$ cat config.mk
export PLATFORM = sky130hd
export DESIGN_NAME = traffic_endpoint
export DESIGN_NICKNAME = d
export VERILOG_FILES = /design/src/rtl/tg_pkg.sv /design/src/rtl/tg_lfsr.sv /design/src/rtl/tg_tx_ctrl.sv /design/src/rtl/tg_rx_ctrl.sv /design/src/rtl/traffic_endpoint.sv
export SDC_FILE = /design/constraint.sdc
export NUM_CORES = 1
export LEC_CHECK = 0
export BUFFER_PORTS_ARGS = -buffer_cell sky130_fd_sc_hd__clkbuf_2
export CORE_ASPECT_RATIO = 2
export CORE_MARGIN = 2
export CORE_UTILIZATION = 50
export DETAILED_ROUTE_END_ITERATION = 10
export PLACE_DENSITY = 0.86
export SETUP_SLACK_MARGIN = 0.3
export SYNTH_ARGS = -nofsm -noshare
export SYNTH_HDL_FRONTEND = slang
export SYNTH_SLANG_ARGS = --single-unit
$ cat constraint.sdc
create_clock -name clk -period 3 [get_ports clk]
set_input_delay 0.6 -clock clk [delete_from_list [all_inputs] [get_ports clk]]
set_output_delay 0.6 -clock clk [all_outputs]
set_load 0.01 [all_outputs]
$ cat src/rtl/tg_pkg.sv
// Shared state encodings for the traffic endpoint.
package tg_pkg;
    typedef enum logic [2:0] {
        TX_IDLE, TX_PICK, TX_REQ, TX_BACKOFF, TX_SEND, TX_REL
    } tx_state_e;

    typedef enum logic [1:0] {
        RX_IDLE, RX_RECV, RX_REL
    } rx_state_e;
endpackage

$ cat src/rtl/tg_lfsr.sv
// Galois LFSR free-running every cycle; exposes an activation draw from the
// top bits and a destination draw from the bottom bits.
// Assumes W >= ACT_W, W >= ADDR_W, SEED nonzero, TAPS a maximal polynomial.
module tg_lfsr #(
    parameter int          W      = 16,
    parameter logic [15:0] TAPS   = 16'hB400,
    parameter logic [15:0] SEED   = 16'hACE1,
    parameter int          ACT_W  = 8,
    parameter int          ADDR_W = 4
) (
    input  logic              clk,
    input  logic              rst_n,
    output logic [ACT_W-1:0]  act_draw,
    output logic [ADDR_W-1:0] dest_draw
);
    logic [W-1:0] st_q;
    logic [W-1:0] st_d;
    logic [W-1:0] taps_w;

    assign taps_w = TAPS[W-1:0];

    // Next-state network: shift right, feed bit 0 back into tapped positions.
    for (genvar b = 0; b < W; b++) begin : g_fb
        if (b == W - 1) begin : g_top
            assign st_d[b] = taps_w[b] & st_q[0];
        end else begin : g_mid
            assign st_d[b] = st_q[b+1] ^ (taps_w[b] & st_q[0]);
        end
    end

    // State register, loaded with the seed on reset.
    always_ff @(posedge clk) begin
        if (!rst_n) st_q <= SEED[W-1:0];
        else        st_q <= st_d;
    end

    assign act_draw  = st_q[W-1 -: ACT_W];
    assign dest_draw = st_q[ADDR_W-1:0];

    // Register never locks up in the all-zero state.
    lfsr_nonzero_chk: assert property (@(posedge clk) disable iff (!rst_n)
        st_q != '0);
endmodule

$ cat src/rtl/tg_tx_ctrl.sv
// Transmit controller: start decision, destination pick, request / back-off
// / timeout handling, payload streaming, release, and statistics counters.
// Assumes configuration is held stable while a transfer is in progress and
// that restricted mode has at least one legal target other than own_addr.
module tg_tx_ctrl
    import tg_pkg::*;
#(
    parameter int NODES   = 16,
    parameter int ADDR_W  = 4,
    parameter int ACT_W   = 8,
    parameter int DLY_W   = 4,
    parameter int LEN_W   = 8,
    parameter int DATA_W  = 16,
    parameter int CNT_W   = 16,
    parameter int TIMEOUT = 32
) (
    input  logic              clk,
    input  logic              rst_n,
    input  logic [ADDR_W-1:0] own_addr,
    input  logic              cfg_restrict,
    input  logic [NODES-1:0]  cfg_target_mask,
    input  logic [ACT_W-1:0]  cfg_act,
    input  logic [DLY_W-1:0]  cfg_retry_delay,
    input  logic [LEN_W-1:0]  cfg_payload_words,
    input  logic [ACT_W-1:0]  act_draw,
    input  logic [ADDR_W-1:0] dest_draw,
    input  logic              tx_grant,
    input  logic              tx_reject,
    output logic              tx_req,
    output logic [ADDR_W-1:0] tx_dest,
    output logic              tx_valid,
    output logic [DATA_W-1:0] tx_data,
    output logic              tx_release,
    output logic [CNT_W-1:0]  cnt_req,
    output logic [CNT_W-1:0]  cnt_rej,
    output logic [CNT_W-1:0]  cnt_wait,
    output logic [CNT_W-1:0]  cnt_done
);
    localparam int TMO_W = $clog2(TIMEOUT);

    tx_state_e         state_q;
    logic [ADDR_W-1:0] dest_q;
    logic [TMO_W-1:0]  tmo_q;
    logic [DLY_W-1:0]  bo_q;
    logic [LEN_W-1:0]  widx_q;
    logic [CNT_W-1:0]  req_q, rej_q, wait_q, done_q;

    logic             start_ok;
    logic             in_range;
    logic             cand_ok;
    logic             resp_fail;
    logic [LEN_W:0]   next_idx;
    logic             last_word;

    // Decode of the random draws and of the response conditions.
    always_comb begin
        start_ok  = (cfg_act == '1) || (act_draw < cfg_act);
        in_range  = {1'b0, dest_draw} < (ADDR_W+1)'(NODES);
        cand_ok   = in_range && (dest_draw != own_addr) &&
                    (!cfg_restrict || cfg_target_mask[dest_draw]);
        resp_fail = tx_reject || (tmo_q == TMO_W'(TIMEOUT - 1));
        next_idx  = {1'b0, widx_q} + (LEN_W+1)'(1);
        last_word = next_idx >= {1'b0, cfg_payload_words};
    end

    // Main sequencer with its timers and word index.
    always_ff @(posedge clk) begin
        if (!rst_n) begin
            state_q <= TX_IDLE;
            dest_q  <= '0;
            tmo_q   <= '0;
            bo_q    <= '0;
            widx_q  <= '0;
        end else begin
            unique case (state_q)
                TX_IDLE: if (start_ok) state_q <= TX_PICK;
                TX_PICK: if (cand_ok) begin
                    dest_q  <= dest_draw;
                    tmo_q   <= '0;
                    state_q <= TX_REQ;
                end
                TX_REQ: begin
                    if (resp_fail) begin
                        bo_q    <= cfg_retry_delay;
                        state_q <= TX_BACKOFF;
                    end else if (tx_grant) begin
                        widx_q  <= '0;
                        state_q <= TX_SEND;
                    end else begin
                        tmo_q <= tmo_q + TMO_W'(1);
                    end
                end
                TX_BACKOFF: begin
                    if (bo_q == '0) begin
                        tmo_q   <= '0;
                        state_q <= TX_REQ;
                    end else begin
                        bo_q <= bo_q - DLY_W'(1);
                    end
                end
                TX_SEND: begin
                    if (last_word) state_q <= TX_REL;
                    else           widx_q  <= widx_q + LEN_W'(1);
                end
                TX_REL:  state_q <= TX_IDLE;
                default: state_q <= TX_IDLE;
            endcase
        end
    end

    // Statistics counters driven by the sequencer's transitions.
    always_ff @(posedge clk) begin
        if (!rst_n) begin
            req_q  <= '0;
            rej_q  <= '0;
            wait_q <= '0;
            done_q <= '0;
        end else begin
            if ((state_q == TX_PICK && cand_ok) ||
                (state_q == TX_BACKOFF && bo_q == '0))
                req_q <= req_q + CNT_W'(1);
            if (state_q == TX_REQ && resp_fail)
                rej_q <= rej_q + CNT_W'(1);
            if (state_q == TX_BACKOFF)
                wait_q <= wait_q + CNT_W'(1);
            if (state_q == TX_REL)
                done_q <= done_q + CNT_W'(1);
        end
    end

    assign tx_req     = (state_q == TX_REQ) || (state_q == TX_SEND);
    assign tx_valid   = (state_q == TX_SEND);
    assign tx_release = (state_q == TX_REL);
    assign tx_dest    = dest_q;
    assign tx_data    = DATA_W'(widx_q);
    assign cnt_req    = req_q;
    assign cnt_rej    = rej_q;
    assign cnt_wait   = wait_q;
    assign cnt_done   = done_q;


    dest_in_mask_chk: assert property (@(posedge clk) disable iff (!rst_n)
        (tx_req && cfg_restrict) |-> cfg_target_mask[tx_dest]);

    dest_not_own_chk: assert property (@(posedge clk) disable iff (!rst_n)
        tx_req |-> (tx_dest != own_addr));

    rej_drops_req_chk: assert property (@(posedge clk) disable iff (!rst_n)
        (tx_req && !tx_valid && tx_reject) |=> !tx_req);

    rej_count_chk: assert property (@(posedge clk) disable iff (!rst_n)
        (tx_req && !tx_valid && tx_reject) |=> (cnt_rej == $past(cnt_rej) + CNT_W'(1)));

    valid_holds_req_chk: assert property (@(posedge clk) disable iff (!rst_n)
        tx_valid |-> tx_req);

    release_pulse_chk: assert property (@(posedge clk) disable iff (!rst_n)
        tx_release |=> (!tx_release && !tx_req));
endmodule

$ cat src/rtl/tg_rx_ctrl.sv
// Receive controller: accepts an incoming path when idle, raises
// clear-to-send, counts payload beats, then pulses release.
// Assumes the remote source holds rx_req for the whole transfer.
module tg_rx_ctrl
    import tg_pkg::*;
#(
    parameter int LEN_W = 8
) (
    input  logic             clk,
    input  logic             rst_n,
    input  logic [LEN_W-1:0] cfg_payload_words,
    input  logic             rx_req,
    input  logic             rx_valid,
    output logic             rx_cts,
    output logic             rx_release
);
    rx_state_e        state_q;
    logic [LEN_W-1:0] cnt_q;
    logic [LEN_W:0]   next_cnt;
    logic             last_beat;

    // Beat arithmetic with a one-word floor on the length.
    always_comb begin
        next_cnt  = {1'b0, cnt_q} + (LEN_W+1)'(1);
        last_beat = next_cnt >= {1'b0, cfg_payload_words};
    end

    // Receive sequencer and beat counter.
    always_ff @(posedge clk) begin
        if (!rst_n) begin
            state_q <= RX_IDLE;
            cnt_q   <= '0;
        end else begin
            unique case (state_q)
                RX_IDLE: if (rx_req) begin
                    cnt_q   <= '0;
                    state_q <= RX_RECV;
                end
                RX_RECV: begin
                    if (!rx_req)                    state_q <= RX_IDLE;
                    else if (rx_valid && last_beat) state_q <= RX_REL;
                    else if (rx_valid)              cnt_q   <= cnt_q + LEN_W'(1);
                end
                RX_REL:  state_q <= RX_IDLE;
                default: state_q <= RX_IDLE;
            endcase
        end
    end

    assign rx_cts     = (state_q == RX_RECV);
    assign rx_release = (state_q == RX_REL);


    cts_after_req_chk: assert property (@(posedge clk) disable iff (!rst_n)
        $rose(rx_cts) |-> $past(rx_req));

    rx_release_pulse_chk: assert property (@(posedge clk) disable iff (!rst_n)
        rx_release |=> !rx_release);

    rx_abort_chk: assert property (@(posedge clk) disable iff (!rst_n)
        (rx_cts && !rx_req) |=> (!rx_cts && !rx_release));
endmodule

$ cat src/rtl/traffic_endpoint.sv
// Top of the synthetic traffic endpoint: one random source shared by a
// transmit controller and an independent receive controller.
// Assumes NODES <= 2**ADDR_W and the random source is at least as wide as
// both draws.
module traffic_endpoint #(
    parameter int NODES   = 16,
    parameter int DLY_W   = 4,
    parameter int LEN_W   = 8,
    parameter int DATA_W  = 16,
    parameter int CNT_W   = 16,
    parameter int TIMEOUT = 32,
    parameter int RND_W   = 16,
    localparam int ADDR_W = $clog2(NODES),
    localparam int ACT_W  = 8
) (
    input  logic              clk,
    input  logic              rst_n,
    input  logic [ADDR_W-1:0] own_addr,
    input  logic              cfg_restrict,
    input  logic [NODES-1:0]  cfg_target_mask,
    input  logic [ACT_W-1:0]  cfg_act,
    input  logic [DLY_W-1:0]  cfg_retry_delay,
    input  logic [LEN_W-1:0]  cfg_payload_words,
    output logic              tx_req,
    output logic [ADDR_W-1:0] tx_dest,
    input  logic              tx_grant,
    input  logic              tx_reject,
    output logic              tx_valid,
    output logic [DATA_W-1:0] tx_data,
    output logic              tx_release,
    input  logic              rx_req,
    input  logic              rx_valid,
    output logic              rx_cts,
    output logic              rx_release,
    output logic [CNT_W-1:0]  cnt_req,
    output logic [CNT_W-1:0]  cnt_rej,
    output logic [CNT_W-1:0]  cnt_wait,
    output logic [CNT_W-1:0]  cnt_done
);
    logic [ACT_W-1:0]  act_draw;
    logic [ADDR_W-1:0] dest_draw;

    tg_lfsr #(
        .W(RND_W), .ACT_W(ACT_W), .ADDR_W(ADDR_W)
    ) u_rnd (
        .clk(clk), .rst_n(rst_n),
        .act_draw(act_draw), .dest_draw(dest_draw)
    );

    tg_tx_ctrl #(
        .NODES(NODES), .ADDR_W(ADDR_W), .ACT_W(ACT_W), .DLY_W(DLY_W),
        .LEN_W(LEN_W), .DATA_W(DATA_W), .CNT_W(CNT_W), .TIMEOUT(TIMEOUT)
    ) u_tx (
        .clk(clk), .rst_n(rst_n),
        .own_addr(own_addr), .cfg_restrict(cfg_restrict),
        .cfg_target_mask(cfg_target_mask), .cfg_act(cfg_act),
        .cfg_retry_delay(cfg_retry_delay), .cfg_payload_words(cfg_payload_words),
        .act_draw(act_draw), .dest_draw(dest_draw),
        .tx_grant(tx_grant), .tx_reject(tx_reject),
        .tx_req(tx_req), .tx_dest(tx_dest), .tx_valid(tx_valid),
        .tx_data(tx_data), .tx_release(tx_release),
        .cnt_req(cnt_req), .cnt_rej(cnt_rej),
        .cnt_wait(cnt_wait), .cnt_done(cnt_done)
    );

    tg_rx_ctrl #(
        .LEN_W(LEN_W)
    ) u_rx (
        .clk(clk), .rst_n(rst_n),
        .cfg_payload_words(cfg_payload_words),
        .rx_req(rx_req), .rx_valid(rx_valid),
        .rx_cts(rx_cts), .rx_release(rx_release)
    );
endmodule

==> flow_metrics.tcl, run 1 <==
set metrics [dict create \
    dp_hpwl_um 10800 \
    report.final.hold_viol_count 0 \
    drc 0 \
    port-buffer-count 127 \
    critical_path_class "reg2reg" \
    grt_pass1_vias 5241 \
    ys.flop_type "dfxtp_1" \
    die_h_um 158 \
    grt_use_total_pct 23.0 \
    final_cells 977 \
    clkSlewWorstSetupHoldPaths_ns 0.06 \
    cts_buffers 17 \
    drtAntennaViolNets 0 \
    synth.area.top_cells "dfxtp_1 (39%), ha_1 (6.8%), nor2_1 (4.6%)" \
    diodes 0 \
    tightest_slew_ns 0.570 \
    core_um2 11600 \
    status "complete, no violations" \
    r2r_slack_ns 0.43 \
    gp_congestion 0.889 \
    htreeDepth 4 \
    cts_tree "done" \
    post-route-min-period_ns 2.57 \
    syn_area_um2 5910 \
    syn_to_final_growth_pct 23.0 \
    tns_ns 0 \
    final_nets 898 \
    pwr_density_cell_nw_per_um2 524 \
    drive_gt1_share_pct 24.0 \
    timing.final.ws_setup_ns 0.432 \
    async_flop_share_pct 0 \
    drt_iter0_drc 285 \
    first_pass_iters 4 \
    grt_overflow_total 0 \
    fin_crit_sh_pct 85.6 \
    worstSetupEndpointType "flip-flop" \
    insertion_delay_ns 0.41 \
    final-setup-viol-count 0 \
    slew_violations 0 \
    die_x_um 80.9 \
    wire_per_inst_um 14.9 \
    maxCapViolations 0 \
    vias_per_cell 5.59 \
    worst_ep_required_time_ns 3.34 \
    yosysTopAreaCell "dfxtp_1" \
    io_pins 136 \
    cp.arrival_ns 2.91 \
    slew-limit-headroom_pct 62.0 \
    rows 56 \
    startpoint_type "flip-flop" \
    pre_cts_ws_ns 0.196 \
    hold_buffers 0 \
    synth_top_area_share_pct 38.6 \
    grt_antenna_before_repair 0 \
    slowest_stage "dfxtp_1" \
    critical-path-max-stage-delay_ns 0.57 \
    grt_max_degree 42 \
    final_area_um2 7260 \
    ir_drop_mv 0.453 \
    root_buffer "clkbuf_16" \
    synth_seq_cells 114 \
    synth_cells 692 \
    path_cells "mux2i_1, and3_4, o41ai_2, a31oi_2, buf_4, or4_1, a21oi_1" \
    yosys_warnings 0 \
    synth_common_cells "dfxtp_1 (114), nor2_1 (72), nand2_1 (45), nand3_1 (45), a21oi_1 (44)" \
    rsz0062_at_grt "no" \
    yosysMostFrequentCell "dfxtp_1" \
    crit_fanout 33 \
    hold_class "reg2reg" \
    synth.avg_cell_area_um2 8.53 \
    leakagePower_nw 3.19 \
    synth_edf_count 0 \
    yosysSeqAreaShare_pct 38.6 \
    hold_ws_ns 0.414 \
    cts_sinks 114 \
    clock.fmax_ghz 0.389 \
    grt_pass1_wl_um 23200 \
    cts_max_path_buffers 2 \
    design.die.area_um2 12700 \
    place_inst 944 \
    start_util_pct 50.8 \
    synthDistinctLibCells 52 \
    wirelength_um 14600 \
    fin_skew_ns 0.00774 \
    placed_area_um2 6650 \
    via_count 5460 \
]
## cell families after synthesis
group / synth area share [%]
buffers and inverters: 5.02
XOR/XNOR: 8.01
AND/OR/NAND/NOR: 25.7
other: 0.0635
multiplexers: 2.86
adder cells (fa/ha/maj): 6.78
flip-flops: 38.6
AO/OA/AOI/OAI: 12.9
## critical path, delay by kind of cell (launching register included)
| family | cells | cell delay [ns] |
|---|---|---|
| AO/OA/AOI/OAI | 3 | 0.81 |
| AND/OR/NAND/NOR | 2 | 0.74 |
| flip-flops | 1 | 0.57 |
| buffers and inverters | 1 | 0.25 |
| multiplexers | 1 | 0.13 |
## per-stage QoR
stage / util (%) / power, W
2_1_floorplan: - / 0.00190
3_5_place_dp: 57.2 / 0.00202
4_1_cts: 62.0 / 0.00383
6_report: 62.5 / 0.00381
3_3_place_gp: 57.2 / 0.00201
5_1_grt: 62.5 / 0.00394
## flip-flops by register name (all words and copies together), names as in the netlist, 5 cells and up
register,count
u_rnd.st_q,16
u_tx.cnt_done,16
u_tx.cnt_rej,16
u_tx.cnt_req,16
u_tx.cnt_wait,16
u_rx.cnt_q,8
u_tx.widx_q,8
u_tx.tmo_q,5
## final timing paths
path,from,endpoint,cells past startpoint
worst max register to register,u_rnd.st_q[2],u_tx.cnt_req[6],7
worst min register to register,u_rnd.st_q[7],u_rnd.st_q[6],1
worst min-delay path,u_rnd.st_q[7],u_rnd.st_q[6],1
worst max-delay path,u_rnd.st_q[2],u_tx.cnt_req[6],7
## timing repair
item | CTS | global route
resized for setup | 3 | 15
pin swaps | 0 | 6
setup endpoints to repair | 7 | 14
setup buffers | 0 | 0
cloned | 1 | 0
## layer usage
| layer | vias to the layer above | global-route usage [%] | routed length, um |
|---|---|---|---|
| met5 | - | 0 | 0 |
| met4 | 0 | 12.4 | 641 |
| met3 | 52 | 4.28 | 590 |
| met2 | 177 | 43.3 | 8000 |
| met1 | 2551 | 22.9 | 5330 |
| li1 | 2680 | - | - |
## layout by cell type, fill, tap and decap left out, types with 9 or more instances in the layout
cell       synthesis  final
nor2_1            72     70
buf_4              8     10
o31ai_1           12     12
nand3_1           45     44
xor2_1            27     27
ha_1              32     30
o21ai_0           27     26
dfxtp_1          114    110
a21oi_1           44     43
inv_1             28     27
and2_1            14     14
and3_1            14     14
mux2i_1            9      9
or4_1             13     13
clkbuf_16          0     17
nand4_1           18     18
xnor2_1           27     26
clkbuf_2           0    127
nor2b_1           10     10
nand2b_1          14     14
nand2_1           45     45
a21o_1             9      9
## area by class of cell
cell class / instances / area, um^2
clock buffers: 17 / 425
clock inverters: 15 / 111
fillers: 1032 / 4370
inverters: 28 / 105
multi-input cells: 520 / 3420
flip-flops and latches: 114 / 2290
well taps: 145 / 181
repair buffers: 138 / 731
## power breakdown
group / switching, W / internal [W] / total, W / leakage, nW
Sequential: 0.0000504 / 0.00155 / 0.00160 / 0.926
Combinational: 0.000222 / 0.000167 / 0.000388 / 2.01
Clock: 0.000758 / 0.00106 / 0.00181 / 0.256
(Power assumes the default switching activity.)
==> run 2, diff against run 1 <==
- CORE_UTILIZATION: 50 -> 40
- PLACE_DENSITY: 0.86 -> 0.73
==> run 2 against run 1 <==
Wire length rose by 0.14%. Core utilization fell by 11 points. Sequential share of layout area fell by 0.64 points. Cell area rose by 2.1%. Sequential cell count did not move. Non-clock buffer count rose by 3. Largest power group unchanged. Largest cell class unchanged.
==> flow_metrics.tcl, run 2 (synthesis gave the netlist of run 1 again) <==
set metrics [dict create \
    status "complete, no violations" \
    maxCapViolations 0 \
    drtAntennaViolNets 0 \
    die_x_um 89.9 \
    sequentialPowerShare_pct 40.2 \
    pre_cts_ws_ns 0.196 \
    timing.final.ws_setup_ns 0.423 \
    cts_tree "done" \
    slew_violations 0 \
    cts_sinks 114 \
    grt_max_degree 49 \
    p_comb_share_pct 9.8 \
    drive_gt1_share_pct 24.9 \
    internal_power_w 0.00295 \
    root_buffer "clkbuf_16" \
    power_w 0.00399 \
    grt_antenna_before_repair 0 \
    rows 62 \
    cts_max_path_buffers 2 \
    final_common_cell "clkbuf_2" \
    hold_class "reg2reg" \
    syn_to_final_growth_pct 25.6 \
    final_nets 901 \
    rsz0062_at_grt "no" \
    fin_crit_sh_pct 85.9 \
    path_cells "ha_4, and3_2, nand3_1, xnor2_2, ha_1, a21oi_1, o21ai_1, a211o_1, and3_1, mux2_2" \
    grt_use_total_pct 19.0 \
    io_pins 136 \
    drt_iter0_drc 200 \
    core_um2 14400 \
    diodes 0 \
    post-route-min-period_ns 2.58 \
    grt_pass1_vias 5283 \
    hold_buffers 0 \
    clkSlewWorstSetupHoldPaths_ns 0.05 \
    grt_pass1_wl_um 24600 \
    critical_path_class "reg2reg" \
    slowest_stage "dfxtp_1" \
    clock.fmax_ghz 0.388 \
    p_sw_share_pct 25.9 \
    startpoint_type "flip-flop" \
    design.die.area_um2 15800 \
    port-buffer-count 127 \
    insertion_delay_ns 0.41 \
    p_clk_share_pct 50.0 \
    p_sw_w 0.00103 \
    drc 0 \
    first_pass_iters 4 \
    worstSetupEndpointType "flip-flop" \
    place_inst 992 \
    worst_ep_required_time_ns 3.30 \
    vias_per_cell 5.25 \
    crit_fanout 5 \
    most-common-layout-cells "clkbuf_2 (127), dfxtp_1 (110), nor2_1 (70), nand2_1 (45), a21oi_1 (43)" \
    grt_overflow_total 0 \
    ir_drop_mv 0.418 \
    wire_per_inst_um 14.2 \
    cts_buffers 17 \
    htreeDepth 4 \
    hold_ws_ns 0.409 \
    slew-limit-headroom_pct 63.2 \
    report.final.hold_viol_count 0 \
    tns_ns 0 \
    cp.arrival_ns 2.88 \
    gp_congestion 0.926 \
    die_h_um 176 \
    critical-path-max-stage-delay_ns 0.41 \
    dp_hpwl_um 10800 \
    fillers 1439 \
    final_cells 1027 \
    via_count 5396 \
    start_util_pct 40.9 \
    final-setup-viol-count 0 \
    pwr_density_cell_nw_per_um2 538 \
    tightest_slew_ns 0.549 \
    leakagePower_nw 3.22 \
    wirelength_um 14600 \
    fin_skew_ns 0.0150 \
]
-- run 2: cell types whose count changed in the layout (fill, tap and decap cells not counted), sizes merged --
cell      delta
bufinv       +2
buf          +3
clkinv       -3
clkinvlp     -2
inv          +2
clkbuf       +1
-- run 2: what timing repair did --
| item | in CTS | in global routing |
|---|---|---|
| endpoints found under the setup margin | 10 | 24 |
| gates cloned | 1 | 0 |
| buffers inserted | 0 | 2 |
| pin swaps | 0 | 4 |
| resized for setup | 7 | 17 |
-- run 2: cell type report --
type                       count  area [um^2]  share of cell area [%]
multi-input combinational    520         3460                    46.6
sequential                   114         2290                    30.8
timing repair buffer         141          741                    9.99
clock buffer                  18          429                    5.79
tap                          192          240                    3.24
clock inverter                14          155                    2.09
inverter                      28          105                    1.42
-- run 2: layer usage --
metal / up-vias / share of wire [%] / GRT usage (%)
met5: - / 0 / 0
met4: 0 / 3.3 / 10.8
met3: 37 / 2.9 / 3.30
met2: 130 / 55 / 35.4
met1: 2540 / 39 / 20.0
li1: 2689 / - / -
-- run 2: power by group through the flow --
stage / sequential [W] / combinational, W / clock, W
6_report: 0.00160 / 0.000390 / 0.00199
5_1_grt: 0.00161 / 0.000439 / 0.00211
4_1_cts: 0.00160 / 0.000385 / 0.00204
3_5_place_dp: 0.00164 / 0.000380 / 0
3_3_place_gp: 0.00164 / 0.000375 / 0
2_1_floorplan: 0.00161 / 0.000287 / 0
-- run 2: metrics by stage --
step                      utilization, %  instance area (um^2)
after floorplan                        -                  5930
after CTS                           50.7                  7320
final                               51.4                  7410
after global routing                51.4                  7410
after detailed placement            46.5                  6710
after global placement              46.5                  6710
-- run 2: path summary, 6_finish.rpt --
| kind | start | end | slack [ns] | depth (start not counted) |
|---|---|---|---|---|
| setup / recovery | u_rx.cnt_q[1] | u_rx.cnt_q[0] | 0.42 | 10 |
| setup reg to reg | u_rx.cnt_q[1] | u_rx.cnt_q[0] | 0.42 | 10 |
| hold / removal | u_rnd.st_q[7] | u_rnd.st_q[6] | 0.41 | 1 |
| hold reg to reg | u_rnd.st_q[7] | u_rnd.st_q[6] | 0.41 | 1 |
-- run 2: worst max-delay path, delay by kind of cell (launching register included) --
family,cells,cell delay [ns]
AND/OR/NAND/NOR,3,0.59
AO/OA/AOI/OAI,3,0.54
adder cells (fa/ha/maj),2,0.48
flip-flops,1,0.41
multiplexers,1,0.27
XOR/XNOR,1,0.17
==> run 3, diff against run 2 <==
- CELL_PAD_IN_SITES_DETAIL_PLACEMENT: unset -> 1
- CELL_PAD_IN_SITES_GLOBAL_PLACEMENT: unset -> 1
- PLACE_DENSITY: 0.73 -> 0.91
==> run 3 against run 2 <==
Non-clock buffer count down 1. Setup slack worse by 0.034 ns. Register-to-register slack worse by 0.03 ns. Via count up 4.3%. Maximum frequency down 1.3%.
==> flow_metrics.tcl, run 3 (synthesis gave the netlist of run 1 again) <==
set metrics [dict create \
    fillers 1789 \
    vias_per_cell 5.49 \
    die_h_um 176 \
    sequentialPowerShare_pct 39.2 \
    grt_max_degree 37 \
    start_util_pct 40.9 \
    tightest_slew_ns 0.549 \
    final_nets 900 \
    cts_buffers 17 \
    drive_gt1_share_pct 24.8 \
    hold_start "u_rnd.st_q[7]" \
    worst-path-buf-inv 0 \
    ir_drop_mv 0.389 \
    slowest_stage "dfxtp_4" \
    crit_top_cell "ha_4" \
    crit_fanout 5 \
    grt_pass1_vias 5966 \
    most-common-layout-cells "clkbuf_2 (127), dfxtp_1 (108), nor2_1 (70), nand2_1 (45), nand3_1 (43)" \
    slew_violations 0 \
    wire_per_inst_um 17.0 \
    worst_ep_required_time_ns 3.34 \
    syn_to_final_growth_pct 26.0 \
    insertion_delay_ns 0.41 \
    maxCapViolations 0 \
    die_x_um 89.9 \
    reg2regPathDepth 11 \
    grt_antenna_before_repair 0 \
    pwr_density_cell_nw_per_um2 548 \
    drt_iter0_drc 194 \
    grt_use_total_pct 22.4 \
    worstHoldPathCells 1 \
    htreeDepth 4 \
    r2r_slack_ns 0.39 \
    cts_post_setup_buffers_inserted 0 \
    r2r-start "u_tx.widx_q[1]" \
    final_cells 1026 \
    root_buffer "clkbuf_16" \
    place_inst 993 \
    rsz0062_at_grt "yes" \
    clkSlewWorstSetupHoldPaths_ns 0.06 \
    report.final.hold_viol_count 0 \
    p_comb_share_pct 10.0 \
    drc 0 \
    design.die.area_um2 15800 \
    rr_endpoint "u_tx.widx_q[7]" \
    wirelength_um 17500 \
    critPathTopFamily "simple AND/OR/NAND/NOR gates" \
    first_pass_iters 4 \
    cts_tree "done" \
    core_um2 14400 \
    diodes 0 \
    rows 62 \
    p_clk_share_pct 50.7 \
    post-route-min-period_ns 2.61 \
    whs_endpoint "u_rnd.st_q[6]" \
    hold_class "reg2reg" \
    clock.fmax_ghz 0.383 \
    final-setup-viol-count 0 \
    fin_skew_ns 0.00871 \
    status "complete, no violations" \
    p_sw_w 0.00102 \
    critical-path-max-stage-delay_ns 0.37 \
    port-buffer-count 127 \
    grt_overflow_total 0 \
    fin_crit_sh_pct 87.0 \
    cts_sinks 114 \
    slew-limit-headroom_pct 62.5 \
    internal_power_w 0.00305 \
    p_sw_share_pct 25.0 \
    grt_pass1_wl_um 28700 \
    via_count 5629 \
    critical_path_class "reg2reg" \
    gp_congestion 0.842 \
    io_pins 136 \
    dp_hpwl_um 12800 \
    tns_ns 0 \
    drtAntennaViolNets 0 \
    leakagePower_nw 3.23 \
    worstSetupEndpointType "flip-flop" \
    final_common_cell "clkbuf_2" \
    path_cells "ha_4, nand3_2, or2_4, and2_1, or2_2, ha_4, a21oi_2, o221ai_2, a21o_2, nand3_1, a21oi_1" \
    cts_max_path_buffers 2 \
    startpoint_type "flip-flop" \
    cp.arrival_ns 2.95 \
]
[run 3: cell types whose count changed in the layout (fill, tap and decap cells not counted), moves of 2 or more]
cell and delta:
buf_4 -3, clkinv_4 -2, clkinvlp_4 +2, dfxtp_1 -2, inv_6 -3
[run 3: how the worst max path moves through the flow]
| stage | start | end | slack (ns) | cells past startpoint |
|---|---|---|---|---|
| CTS | u_tx.widx_q[0] | u_tx.widx_q[6] | 0.31 | 12 |
| global placement | u_tx.widx_q[1] | u_tx.state_q[0] | 0.30 | 11 |
| detailed placement | u_tx.widx_q[1] | u_tx.state_q[0] | 0.21 | 11 |
| finish | u_tx.widx_q[1] | u_tx.widx_q[7] | 0.39 | 11 |
| floorplan | u_tx.widx_q[0] | u_tx.widx_q[2] | 0.34 | 11 |
| global route | u_tx.widx_q[0] | u_tx.widx_q[3] | 0.28 | 13 |
[run 3: final cells by class]
class                           instances  area [um^2]  area share [%]
Sequential cell                       114         2290            30.8
Multi-Input combinational cell        520         3450            46.4
Clock inverter                         12          156            2.10
Timing Repair Buffer                  140          749            10.1
Clock buffer                           20          447            6.01
Inverter                               28          105            1.41
Tap cell                              192          240            3.23
[run 3: worst register-to-register path, cell delays in order (launching register included)]
cell and delay [ns]:
dfxtp_4 0.37, ha_4 0.14, nand3_2 0.10, or2_4 0.29, and2_1 0.18, or2_2 0.33
ha_4 0.28, a21oi_2 0.06, o221ai_2 0.26, a21o_2 0.20, nand3_1 0.12, a21oi_1 0.19
[run 3: stage by stage]
stage | hold slack (ns) | power (W) | setup WS, ns | utilization (%) | cell area, um^2
final | 0.412 | 0.00407 | 0.389 | 51.6 | 7440
after global routing | 0.408 | 0.00423 | 0.282 | 51.6 | 7440
after CTS | 0.404 | 0.00412 | 0.306 | 51.0 | 7360
after detailed placement | 0.402 | 0.00203 | 0.207 | 46.6 | 6730
after global placement | 0.395 | 0.00202 | 0.301 | 46.6 | 6730
after floorplan | 0.386 | 0.00190 | 0.342 | - | 5930
[run 3: power by group through the flow]
stage | logic [W] | registers [W] | clock network (W)
finish | 0.000409 | 0.00160 | 0.00207
CTS | 0.000410 | 0.00160 | 0.00211
global placement | 0.000389 | 0.00163 | 0
global route | 0.000455 | 0.00160 | 0.00217
detailed placement | 0.000403 | 0.00163 | 0
floorplan | 0.000287 | 0.00161 | 0
[run 3: metal layers]
metal  vias to the layer above  global-route usage, %  wire, um
li1                       2692                      -         -
met1                      2744                   21.1      6110
met2                       141                   44.7      9980
met3                        52                   3.73       524
met4                         0                   12.8       842
met5                         -                      0         0
[run 3: repair_timing]
action | CTS | global route
gates cloned | 1 | 0
endpoints found under the setup margin | 10 | 22
hold buffers | 0 | 0
pin swaps | 0 | 7
resized for setup | 7 | 19
